File: src/rtl/cmpl_pkg.sv
// Package: shared types for the byte-serial comparator.
// Assumes: nothing beyond IEEE 1800-2017.
package cmpl_pkg;

    // Sequencer phases: one pair costs FETCH_A, FETCH_B, JUDGE.
    typedef enum logic [1:0] {
        PH_IDLE    = 2'd0,
        PH_FETCH_A = 2'd1,
        PH_FETCH_B = 2'd2,
        PH_JUDGE   = 2'd3
    } phase_t;

    // Condition code values presented on the cc port.
    localparam logic [1:0] CC_EQUAL      = 2'd0;
    localparam logic [1:0] CC_FIRST_LOW  = 2'd1;
    localparam logic [1:0] CC_FIRST_HIGH = 2'd2;

endpackage

File: src/rtl/cmpl_addr_gen.sv
// Module: address and length tracker.
// Holds one pointer per string and the pairs left to compare. Load
// copies the bases and the length code; step advances both pointers
// and counts down. Assumes load and step are never high together.
module cmpl_addr_gen #(
    parameter int ADDR_W = 16,
    parameter int LEN_W  = 8
) (
    input  logic              clk,
    input  logic              rst_n,
    input  logic              load,
    input  logic              step,
    input  logic [ADDR_W-1:0] base_a,
    input  logic [ADDR_W-1:0] base_b,
    input  logic [LEN_W-1:0]  len_code,
    output logic [ADDR_W-1:0] addr_a,
    output logic [ADDR_W-1:0] addr_b,
    output logic              last
);

    localparam logic [ADDR_W-1:0] ADDR_ONE = {{(ADDR_W-1){1'b0}}, 1'b1};
    localparam logic [LEN_W-1:0]  LEN_ONE  = {{(LEN_W-1){1'b0}}, 1'b1};

    logic [ADDR_W-1:0] ptr_a_q, ptr_b_q;
    logic [LEN_W-1:0]  left_q;

    // Pointer and remaining-count registers; wrap is natural modulo 2^ADDR_W.
    always_ff @(posedge clk) begin
        if (!rst_n) begin
            ptr_a_q <= '0;
            ptr_b_q <= '0;
            left_q  <= '0;
        end else if (load) begin
            ptr_a_q <= base_a;
            ptr_b_q <= base_b;
            left_q  <= len_code;
        end else if (step) begin
            ptr_a_q <= ptr_a_q + ADDR_ONE;
            ptr_b_q <= ptr_b_q + ADDR_ONE;
            left_q  <= left_q - LEN_ONE;
        end
    end

    // Outputs to the sequencer and the address mux.
    always_comb begin
        addr_a = ptr_a_q;
        addr_b = ptr_b_q;
        last   = (left_q == '0);
    end

    // Both pointers advance together by one per step.
    assert_ptr_step_R3: assert property (@(posedge clk) disable iff (!rst_n)
        step && !load |=> (addr_a == $past(addr_a) + ADDR_ONE) &&
                          (addr_b == $past(addr_b) + ADDR_ONE));

endmodule

File: src/rtl/cmpl_byte_judge.sv
// Module: byte capture, compare and result register.
// Captures the first-string byte when it returns, compares it with the
// second-string byte on the read data bus, and loads the condition code
// when the sequencer reports the end of the walk. Assumes rd_data holds
// the second-string byte in the cycle where finish is high.
module cmpl_byte_judge (
    input  logic       clk,
    input  logic       rst_n,
    input  logic       cap_a,
    input  logic       finish,
    input  logic [7:0] rd_data,
    output logic       mismatch,
    output logic [1:0] cc
);
    import cmpl_pkg::*;

    logic [7:0] byte_a_q;
    logic [1:0] cc_q;
    logic       a_high;

    // Hold the first-string byte of the current pair.
    always_ff @(posedge clk) begin
        if (!rst_n)     byte_a_q <= '0;
        else if (cap_a) byte_a_q <= rd_data;
    end

    // Unsigned comparison of the pair.
    always_comb begin
        mismatch = (byte_a_q != rd_data);
        a_high   = (byte_a_q >  rd_data);
    end

    // Result register, loaded only at the end of a walk.
    always_ff @(posedge clk) begin
        if (!rst_n)
            cc_q <= CC_EQUAL;
        else if (finish)
            cc_q <= !mismatch ? CC_EQUAL : (a_high ? CC_FIRST_HIGH : CC_FIRST_LOW);
    end

    assign cc = cc_q;

    // The result holds between walks.
    assert_cc_hold_R7: assert property (@(posedge clk) disable iff (!rst_n)
        !finish |=> $stable(cc));

    // Only three code values are ever produced.
    assert_cc_legal_R4: assert property (@(posedge clk) disable iff (!rst_n)
        cc != 2'b11);

endmodule

File: src/rtl/cmpl_ctrl.sv
// Module: pair sequencer.
// Walks FETCH_A -> FETCH_B -> JUDGE for each pair and ends the walk on
// a mismatch or after the last pair. Issues at most one read per cycle.
// With one-cycle read latency, each read's data is back before the next
// read is needed. A start seen outside IDLE is dropped.
module cmpl_ctrl (
    input  logic clk,
    input  logic rst_n,
    input  logic start,
    input  logic last,
    input  logic mismatch,
    output logic busy,
    output logic rd_en,
    output logic sel_b,
    output logic load,
    output logic step,
    output logic cap_a,
    output logic finish,
    output logic done
);
    import cmpl_pkg::*;

    phase_t phase_q, phase_d;
    logic   done_q;

    // Next-phase and strobe decode.
    always_comb begin
        phase_d = phase_q;
        rd_en   = 1'b0;
        sel_b   = 1'b0;
        load    = 1'b0;
        step    = 1'b0;
        cap_a   = 1'b0;
        finish  = 1'b0;
        unique case (phase_q)
            PH_IDLE: begin
                if (start) begin
                    load    = 1'b1;
                    phase_d = PH_FETCH_A;
                end
            end
            PH_FETCH_A: begin
                rd_en   = 1'b1;
                phase_d = PH_FETCH_B;
            end
            PH_FETCH_B: begin
                rd_en   = 1'b1;
                sel_b   = 1'b1;
                cap_a   = 1'b1;
                phase_d = PH_JUDGE;
            end
            PH_JUDGE: begin
                if (mismatch || last) begin
                    finish  = 1'b1;
                    phase_d = PH_IDLE;
                end else begin
                    step    = 1'b1;
                    phase_d = PH_FETCH_A;
                end
            end
            default: phase_d = PH_IDLE;
        endcase
    end

    // Phase register.
    always_ff @(posedge clk) begin
        if (!rst_n) phase_q <= PH_IDLE;
        else        phase_q <= phase_d;
    end

    // Done pulse, registered one edge after the final compare.
    always_ff @(posedge clk) begin
        if (!rst_n) done_q <= 1'b0;
        else        done_q <= finish;
    end

    assign busy = (phase_q != PH_IDLE);
    assign done = done_q;

    // Done is a single-cycle pulse.
    assert_done_single_R7: assert property (@(posedge clk) disable iff (!rst_n)
        done |=> !done);

    // Done coincides with the return to idle.
    assert_done_idle_R7: assert property (@(posedge clk) disable iff (!rst_n)
        done |-> !busy);

    // A start while busy neither restarts nor drops the walk.
    assert_busy_hold_R8: assert property (@(posedge clk) disable iff (!rst_n)
        busy && start |=> busy || done);

endmodule

File: src/rtl/byte_field_comparator.sv
// Module: byte-serial unsigned comparator of two equal-length memory strings.
// Reads byte k of the first string, then byte k of the second, and
// compares them. It moves from the lowest address upward and stops at
// the first differing pair or after len_code+1 pairs. It never writes
// memory. Assumes a read port with fixed one-cycle latency.
module byte_field_comparator #(
    parameter int ADDR_W = 16,
    parameter int LEN_W  = 8
) (
    input  logic              clk,
    input  logic              rst_n,
    input  logic              start,
    input  logic [ADDR_W-1:0] base_a,
    input  logic [ADDR_W-1:0] base_b,
    input  logic [LEN_W-1:0]  len_code,
    output logic              rd_en,
    output logic [ADDR_W-1:0] rd_addr,
    input  logic [7:0]        rd_data,
    output logic              busy,
    output logic              done,
    output logic [1:0]        cc
);

    logic              last, mismatch, sel_b, load, step, cap_a, finish;
    logic [ADDR_W-1:0] addr_a, addr_b;

    cmpl_ctrl u_ctrl (
        .clk      (clk),
        .rst_n    (rst_n),
        .start    (start),
        .last     (last),
        .mismatch (mismatch),
        .busy     (busy),
        .rd_en    (rd_en),
        .sel_b    (sel_b),
        .load     (load),
        .step     (step),
        .cap_a    (cap_a),
        .finish   (finish),
        .done     (done)
    );

    cmpl_addr_gen #(.ADDR_W(ADDR_W), .LEN_W(LEN_W)) u_addr (
        .clk      (clk),
        .rst_n    (rst_n),
        .load     (load),
        .step     (step),
        .base_a   (base_a),
        .base_b   (base_b),
        .len_code (len_code),
        .addr_a   (addr_a),
        .addr_b   (addr_b),
        .last     (last)
    );

    cmpl_byte_judge u_judge (
        .clk      (clk),
        .rst_n    (rst_n),
        .cap_a    (cap_a),
        .finish   (finish),
        .rd_data  (rd_data),
        .mismatch (mismatch),
        .cc       (cc)
    );

    // Address mux: the second-string pointer drives the bus in its fetch phase.
    always_comb rd_addr = sel_b ? addr_b : addr_a;

    // No read is issued while idle.
    assert_idle_quiet_R1: assert property (@(posedge clk) disable iff (!rst_n)
        done |-> !rd_en);

endmodule

File: config.mk
export PLATFORM = sky130hd
export DESIGN_NAME = byte_field_comparator
export DESIGN_NICKNAME = d
export VERILOG_FILES = /design/src/rtl/cmpl_pkg.sv /design/src/rtl/cmpl_addr_gen.sv /design/src/rtl/cmpl_byte_judge.sv /design/src/rtl/cmpl_ctrl.sv /design/src/rtl/byte_field_comparator.sv
export SDC_FILE = /design/constraint.sdc
export NUM_CORES = 1
export LEC_CHECK = 0
export BUFFER_PORTS_ARGS = -buffer_cell sky130_fd_sc_hd__buf_2
export CAP_MARGIN = 0
export CORE_ASPECT_RATIO = 0.7
export CORE_MARGIN = 2
export CORE_UTILIZATION = 56
export DETAILED_ROUTE_END_ITERATION = 10
export PLACE_DENSITY_LB_ADDON = 0.3
export SYNTH_ARGS = -nofsm -noshare
export SYNTH_HDL_FRONTEND = slang
export SYNTH_SLANG_ARGS = --single-unit
File: constraint.sdc
create_clock -name clk -period 4.7 [get_ports clk]
set_clock_uncertainty 0.05 [all_clocks]
set_input_delay 0.47 -clock clk [delete_from_list [all_inputs] [get_ports clk]]
set_output_delay 0.47 -clock clk [all_outputs]
set_load 0.05 [all_outputs]
After elaboration in Yosys (flattened, before gate mapping)
Index checks and enable logic that the tools add are counted.
{ "totals": {"reg_bits": 53, "latchBits": 0, "ram_bits": 0, "romBits": 0, "input_bits": 51, "mem_count": 0} }
{ "op_classes": {"add_sub_neg": 3, "multipliers": 0, "div_mod_pow": 0, "order_cmp": 1, "n_eq_ne": 5, "shifts": 0, "muxes": 20, "bitwise_logic": 0, "reduce_logical": 6} }
{ "ops": {"columns": ["cell", "count"], "rows": [
  ["two-way mux 16 bit", 5],
  ["adder 16 x 1 -> 16 bit, second input constant", 2],
  ["two-way mux 8 bit", 2],
  ["two-way mux 1 bit", 9],
  ["greater-than comparator 8 bit", 1],
  ["logical NOT 8 bit", 1],
  ["inequality test 8 bit", 1],
  ["case mux 2 bit (4 select lines)", 1],
  ["subtractor 8 x 1 -> 8 bit, second input constant", 1],
  ["two-way mux 2 bit", 3],
  ["equality test 2 bit, second input constant", 2],
  ["nonzero test 2 bit", 2],
  ["equality test 2 x 1 -> 1 bit, second input constant", 1],
  ["logical NOT 2 bit", 1],
  ["inequality test 2 bit, second input constant", 1],
  ["OR reduction 2 bit", 1],
  ["logical OR 1 bit", 1]
]} }

Depth between registers and ports, before layout
{ "depth": {"ltp_word": 6, "depth_mapped": 8, "depth_no_buf": 7} }

Hierarchy
Synthesis repeated with hierarchy kept, for this count alone.
{ "unflattened": {"hier_cells": 351, "area_unflattened_um2": 3176.8} }
{ "modules_own_cells": {"columns": ["mod", "n_inst", "cells_per_inst", "area_per_inst_um2", "seq_area_each_um2"], "rows": [
  ["cmpl_addr_gen", 1, 252, 2104.5, 800.8],
  ["cmpl_byte_judge", 1, 60, 604.3, 200.2],
  ["byte_field_comparator", 1, 18, 249.0, 0.0],
  ["cmpl_ctrl", 1, 21, 219.0, 60.1]
]} }

Worst setup path after synthesis
OpenSTA, ideal clock, no wires.
{ "synth_timing": {"kind": "flip-flop to output port", "startpoint": "register u_ctrl.phase_q[0]", "endpoint": "output port rd_addr[14]", "arrival_time_ps": 2178, "required_time_ps": 4180, "path_slack_ps": 2002, "stages_incl_launch_ff": 6, "cell_sequence": "dfxtp_1 -> inv_1 -> ha_1 -> clkbuf_1 -> buf_1 -> o21ai_0"} }
{ "synth_between": {"elab_chain_cells": 3} }
{ "synth_rtl": {"columns": ["element", "line_no", "text"], "rows": [
  ["from (decl)", "cmpl_ctrl.sv:23", "phase_t phase_q, phase_d;"],
  ["from (signal assigned)", "cmpl_ctrl.sv:68", "else phase_q <= phase_d;"],
  ["equality test 2 bit", "cmpl_ctrl.sv:35", "unique case (phase_q)"],
  ["two-way mux 1 bit", "cmpl_ctrl.sv:35", null],
  ["two-way mux 16 bit", "byte_field_comparator.sv:67", "always_comb rd_addr = sel_b ? addr_b : addr_a;"],
  ["to (decl)", "byte_field_comparator.sv:17", "output logic [ADDR_W-1:0] rd_addr,"]
]} }
No other way between the ends.

Worst setup path after layout
{ "layout_timing": {"startpoint": "register u_addr.left_q[0]", "endpoint": "register u_addr.ptr_b_q[12] (netlist: u_addr.addr_b[12])"} }
{ "layout_between": {"elab_chain_cells": 5} }
{ "layout_rtl": {"columns": ["element", "line_no", "text"], "rows": [
  ["from (decl)", "cmpl_addr_gen.sv:25", "logic [LEN_W-1:0] left_q;"],
  ["from (signal assigned)", "cmpl_addr_gen.sv:36", "left_q <= len_code;"],
  ["from (signal assigned)", "cmpl_addr_gen.sv:40", "left_q <= left_q - LEN_ONE;"],
  ["logical NOT 8 bit", "cmpl_addr_gen.sv:48", "last = (left_q == '0);"],
  ["logical OR 1 bit", "cmpl_ctrl.sv:53", "if (mismatch || last) begin"],
  ["two-way mux 1 bit", "cmpl_ctrl.sv:53", null],
  ["two-way mux 1 bit", "cmpl_ctrl.sv:35", null],
  ["nonzero test 2 bit (no line)", null, null],
  ["to (signal assigned)", "cmpl_addr_gen.sv:35", "ptr_b_q <= base_b;"],
  ["to (signal assigned)", "cmpl_addr_gen.sv:39", "ptr_b_q <= ptr_b_q + ADDR_ONE;"],
  ["to (decl)", "cmpl_addr_gen.sv:24", "logic [ADDR_W-1:0] ptr_a_q, ptr_b_q;"]
]} }
No other way between the ends.
A chain may end at the register's enable or synchronous reset.

==> results.rst <==
.. list-table::
   :header-rows: 1

   * - Metric
     - Value
   * - Total power divided by cell area
     - 498 nW/µm²
   * - Number of top-level pins
     - 72
   * - CTS tree
     - done
   * - Die boundary height
     - 66.3 µm
   * - Total Power Consumption
     - 1780 µW
   * - CP Data Required Time
     - 4.89 ns
   * - Number of maximum-capacitance violations
     - 0
   * - DRC viols
     - 0
   * - Synthesized instance count
     - 376
   * - Worst vdd ir
     - 0.347 mV
   * - Number of cells on the worst reg-to-reg path
     - 6
   * - Most used standard cell by instance count after synthesis
     - sky130_fd_sc_hd__dfxtp_1
   * - Flip-flop cell with the highest count after synthesis
     - sky130_fd_sc_hd__dfxtp_1
   * - Die footprint
     - 6160 µm²
   * - Synthesized flop and latch total
     - 53
   * - Remaining max-slew budget at the tightest pin
     - 54.0%
   * - Most instantiated cells after synthesis
     - sky130_fd_sc_hd__dfxtp_1 (53), sky130_fd_sc_hd__o21ai_0 (46), sky130_fd_sc_hd__a21oi_1 (27)
   * - Count of flip-flops with a built-in enable after synthesis
     - 0
   * - CP Launch Type
     - flop
   * - CTS Buf Count
     - 5
   * - Average wire length per cell after detail routing
     - 14.8 µm
   * - Post-synthesis cell type with the largest combined area
     - sky130_fd_sc_hd__dfxtp_1
   * - Total via count in the routed design
     - 2985
   * - Buffers inserted by post-CTS timing repair
     - 0
   * - Std cell rows
     - 22
   * - Synthesized cell area
     - 3100 µm²
   * - Post-route worst hold slack
     - 0.357 ns
   * - Grt ovf
     - 0
   * - Proportion of register bits with asynchronous set or reset after synthesis
     - 0%
   * - Average instance area after synthesis
     - 8.25 µm²
   * - Clock H-tree levels
     - 2
   * - Slowest stage cell, crit path
     - sky130_fd_sc_hd__or4_1
   * - Detailed placer's ending HPWL
     - 5440 µm
   * - Critical path capture point type
     - flop
   * - Post-synth top area share
     - 34.2%
   * - Final setup fails
     - 0
   * - Sequential fraction of the synthesis area
     - 34.2%
   * - Startpoint of the worst register-to-register path
     - u_addr.left_q[0]
   * - Post-Route WL
     - 7490 µm
   * - Beginning of the worst hold path
     - rd_data[3]
   * - Clock Tree Root
     - sky130_fd_sc_hd__clkbuf_8
   * - Area of the multi-input gates
     - 1870 µm²
   * - Critical path, cell by cell
     - inv_1 > ha_1 > nand3_1 > nand4_1 > or4_1 > a31oi_1
   * - CP peak stage delay
     - 0.59 ns
   * - Sequential cell area
     - 1060 µm²
   * - Worst reg2reg endpoint
     - u_addr.addr_b[12]
   * - All-layer global routing usage
     - 25.7%
   * - Number of clock sinks seen by CTS
     - 53
   * - Die span in x
     - 93.0 µm
   * - Vias per Instance
     - 5.91
   * - RSZ-0062 raised after global routing
     - no
   * - Number of unique standard cell types used by synthesis
     - 38
   * - Number of global-route vias before repair
     - 2696
   * - Worst Path Arrival
     - 2.71 ns
   * - Endpoint of the worst hold-timing path
     - u_judge.byte_a_q[3]
   * - Critical path class
     - reg -> reg
   * - Setup slack on the worst flop-to-flop path
     - 2.18 ns
   * - Count of filler cells inserted in the layout
     - 466
   * - Cell count of the worst hold path
     - 3
   * - Maximum clock path buffer count
     - 2
   * - Area growth from synthesis to layout
     - 15.1%
   * - Maximum number of pins on one net before global-route repair
     - 46
   * - Inserted Diodes
     - 0
   * - Initial DRC Count
     - 143
   * - Fraction of the cycle the final worst path needs
     - 53.6%
   * - Initial cell density of the core
     - 58.7%
   * - Share of layout cells above drive strength 1
     - 23.3%
   * - Drt pass-1 iters
     - 4
   * - Slew at the pin with the worst max-slew slack
     - 0.687 ns
   * - Wire length of the first global-routing pass
     - 12600 µm
   * - Resize count post-CTS
     - 0
   * - Number of max-slew violations in the final report
     - 0
   * - Run status
     - finished, final reports clean
   * - Total of hold buffers inserted after clock tree synthesis
     - 0
   * - Remaining number of nets flagged by the antenna check after routing
     - 0
   * - Largest fanout on the critical path
     - 13
   * - Number of antenna violations at the first check in global routing
     - 0
   * - Tmin final
     - 2.52 ns
   * - Gp weighted congestion
     - 0.814
   * - Final hold violation count
     - 0
   * - Final core utilization
     - 67.6%
   * - CORE AREA
     - 5290 µm²
   * - Yosys Warn Count
     - 0
   * - Clock Latency Late Sink
     - 0.32 ns
   * - Net count reported at finish
     - 499
   * - Leak Pwr
     - 0.00143 µW
   * - Syn_nets
     - 443
   * - Worst min path class
     - in -> reg
   * - Port Buffer Count
     - 71
   * - Clock transition time at the flip-flop clock pins of the worst setup and hold paths
     - 0.09 ns
   * - Area contributors post-synth
     - sky130_fd_sc_hd__dfxtp_1 (34%), sky130_fd_sc_hd__o21ai_0 (7.4%), sky130_fd_sc_hd__ha_1 (6.5%)
   * - F_max
     - 397 MHz
   * - Fin Setup TNS
     - 0 ns
## per-stage QoR
stage	setup slack, ns	std cells	area, µm²
2_1_floorplan	2.00	376	3100
3_3_place_gp	2.07	497	3470
3_5_place_dp	1.96	497	3470
4_1_cts	2.22	505	3570
5_1_grt	2.00	505	3570
6_report	2.18	505	3570
## power breakdown
part	switching (µW)	leakage, µW	total (µW)	internal (µW)
sequential	125	0.000437	683	558
clock	155	0.0000542	289	134
combinational	545	0.000937	806	261
## cell type report
| cell class | instances | share of cell area, % |
|---|---|---|
| multi-input cells | 279 | 52.3 |
| clock inverters | 1 | 0.140 |
| inverters | 19 | 2.00 |
| flip-flops and latches | 53 | 29.7 |
| clock buffers | 7 | 2.70 |
| well taps | 72 | 2.52 |
| repair buffers | 74 | 10.6 |
## registers in the layout, indices dropped and copies added (netlist names)
register          flops
u_ctrl.done           1
u_ctrl.phase_q        2
u_addr.addr_a        16
u_addr.addr_b        16
u_addr.left_q         8
u_judge.cc            2
u_judge.byte_a_q      8
## worst max-delay path, delay by kind of cell (launching register included)
kind | cells | cell delay (ns)
simple gates | 3 | 1.51
flops | 1 | 0.38
fa+ha+maj | 1 | 0.22
compound gates | 1 | 0.18
buf+inv | 1 | 0.11
## worst max path at each step
stage,startpoint,to,depth (start not counted)
6_report,u_addr.left_q[0],u_addr.addr_b[12],6
5_1_grt,u_ctrl.phase_q[1],u_addr.addr_a[15],5
4_1_cts,u_ctrl.phase_q[1],u_addr.addr_a[15],5
3_5_place_dp,rd_data[3],u_addr.addr_a[15],8
3_3_place_gp,rd_data[3],u_addr.addr_a[11],8
2_1_floorplan,u_ctrl.phase_q[0],rd_addr[14],5
## layout by cell type, fill, tap and decap left out, types with 9 or more instances in the layout
master	netlist	layout
sky130_fd_sc_hd__buf_2	1	71
sky130_fd_sc_hd__dfxtp_1	53	53
sky130_fd_sc_hd__o21ai_0	46	46
sky130_fd_sc_hd__a21oi_1	27	27
sky130_fd_sc_hd__nand2_1	23	22
sky130_fd_sc_hd__inv_1	19	19
sky130_fd_sc_hd__ha_1	16	16
sky130_fd_sc_hd__a31oi_1	15	15
sky130_fd_sc_hd__mux2_2	14	14
sky130_fd_sc_hd__nor2_1	14	14
sky130_fd_sc_hd__nand3_1	14	14
sky130_fd_sc_hd__nand4_1	13	13
sky130_fd_sc_hd__nor4_1	13	13
sky130_fd_sc_hd__mux2i_1	11	11
sky130_fd_sc_hd__xnor2_1	11	11
sky130_fd_sc_hd__xor2_1	11	11
sky130_fd_sc_hd__or4_1	9	9
## metal layers
| layer | wire, µm | share of wire, % | vias to the layer above | track usage (%) |
|---|---|---|---|---|
| met1 | 3660 | 49 | 1398 | 35.3 |
| li1 | - | - | 1502 | - |
| met3 | 358 | 4.8 | 10 | 4.68 |
| met4 | 86 | 1.1 | 0 | 7.17 |
| met2 | 3390 | 45 | 75 | 41.6 |
| met5 | 0 | 0 | - | 0 |
## kinds of logic (layout without fill, tap and decap cells)
kind of cell	after synthesis	in the layout	share of synthesized area, %
and+or+nand+nor	111	111	19.8
AOI/OAI and AO/OA	105	105	19.1
xor gates and xnor gates	22	22	6.21
DFF	53	53	34.2
buffers and inverters	44	101	5.61
adders and majority gates	16	16	6.45
muxes	25	25	8.63
Note: power is estimated with default switching activity, not from simulation.
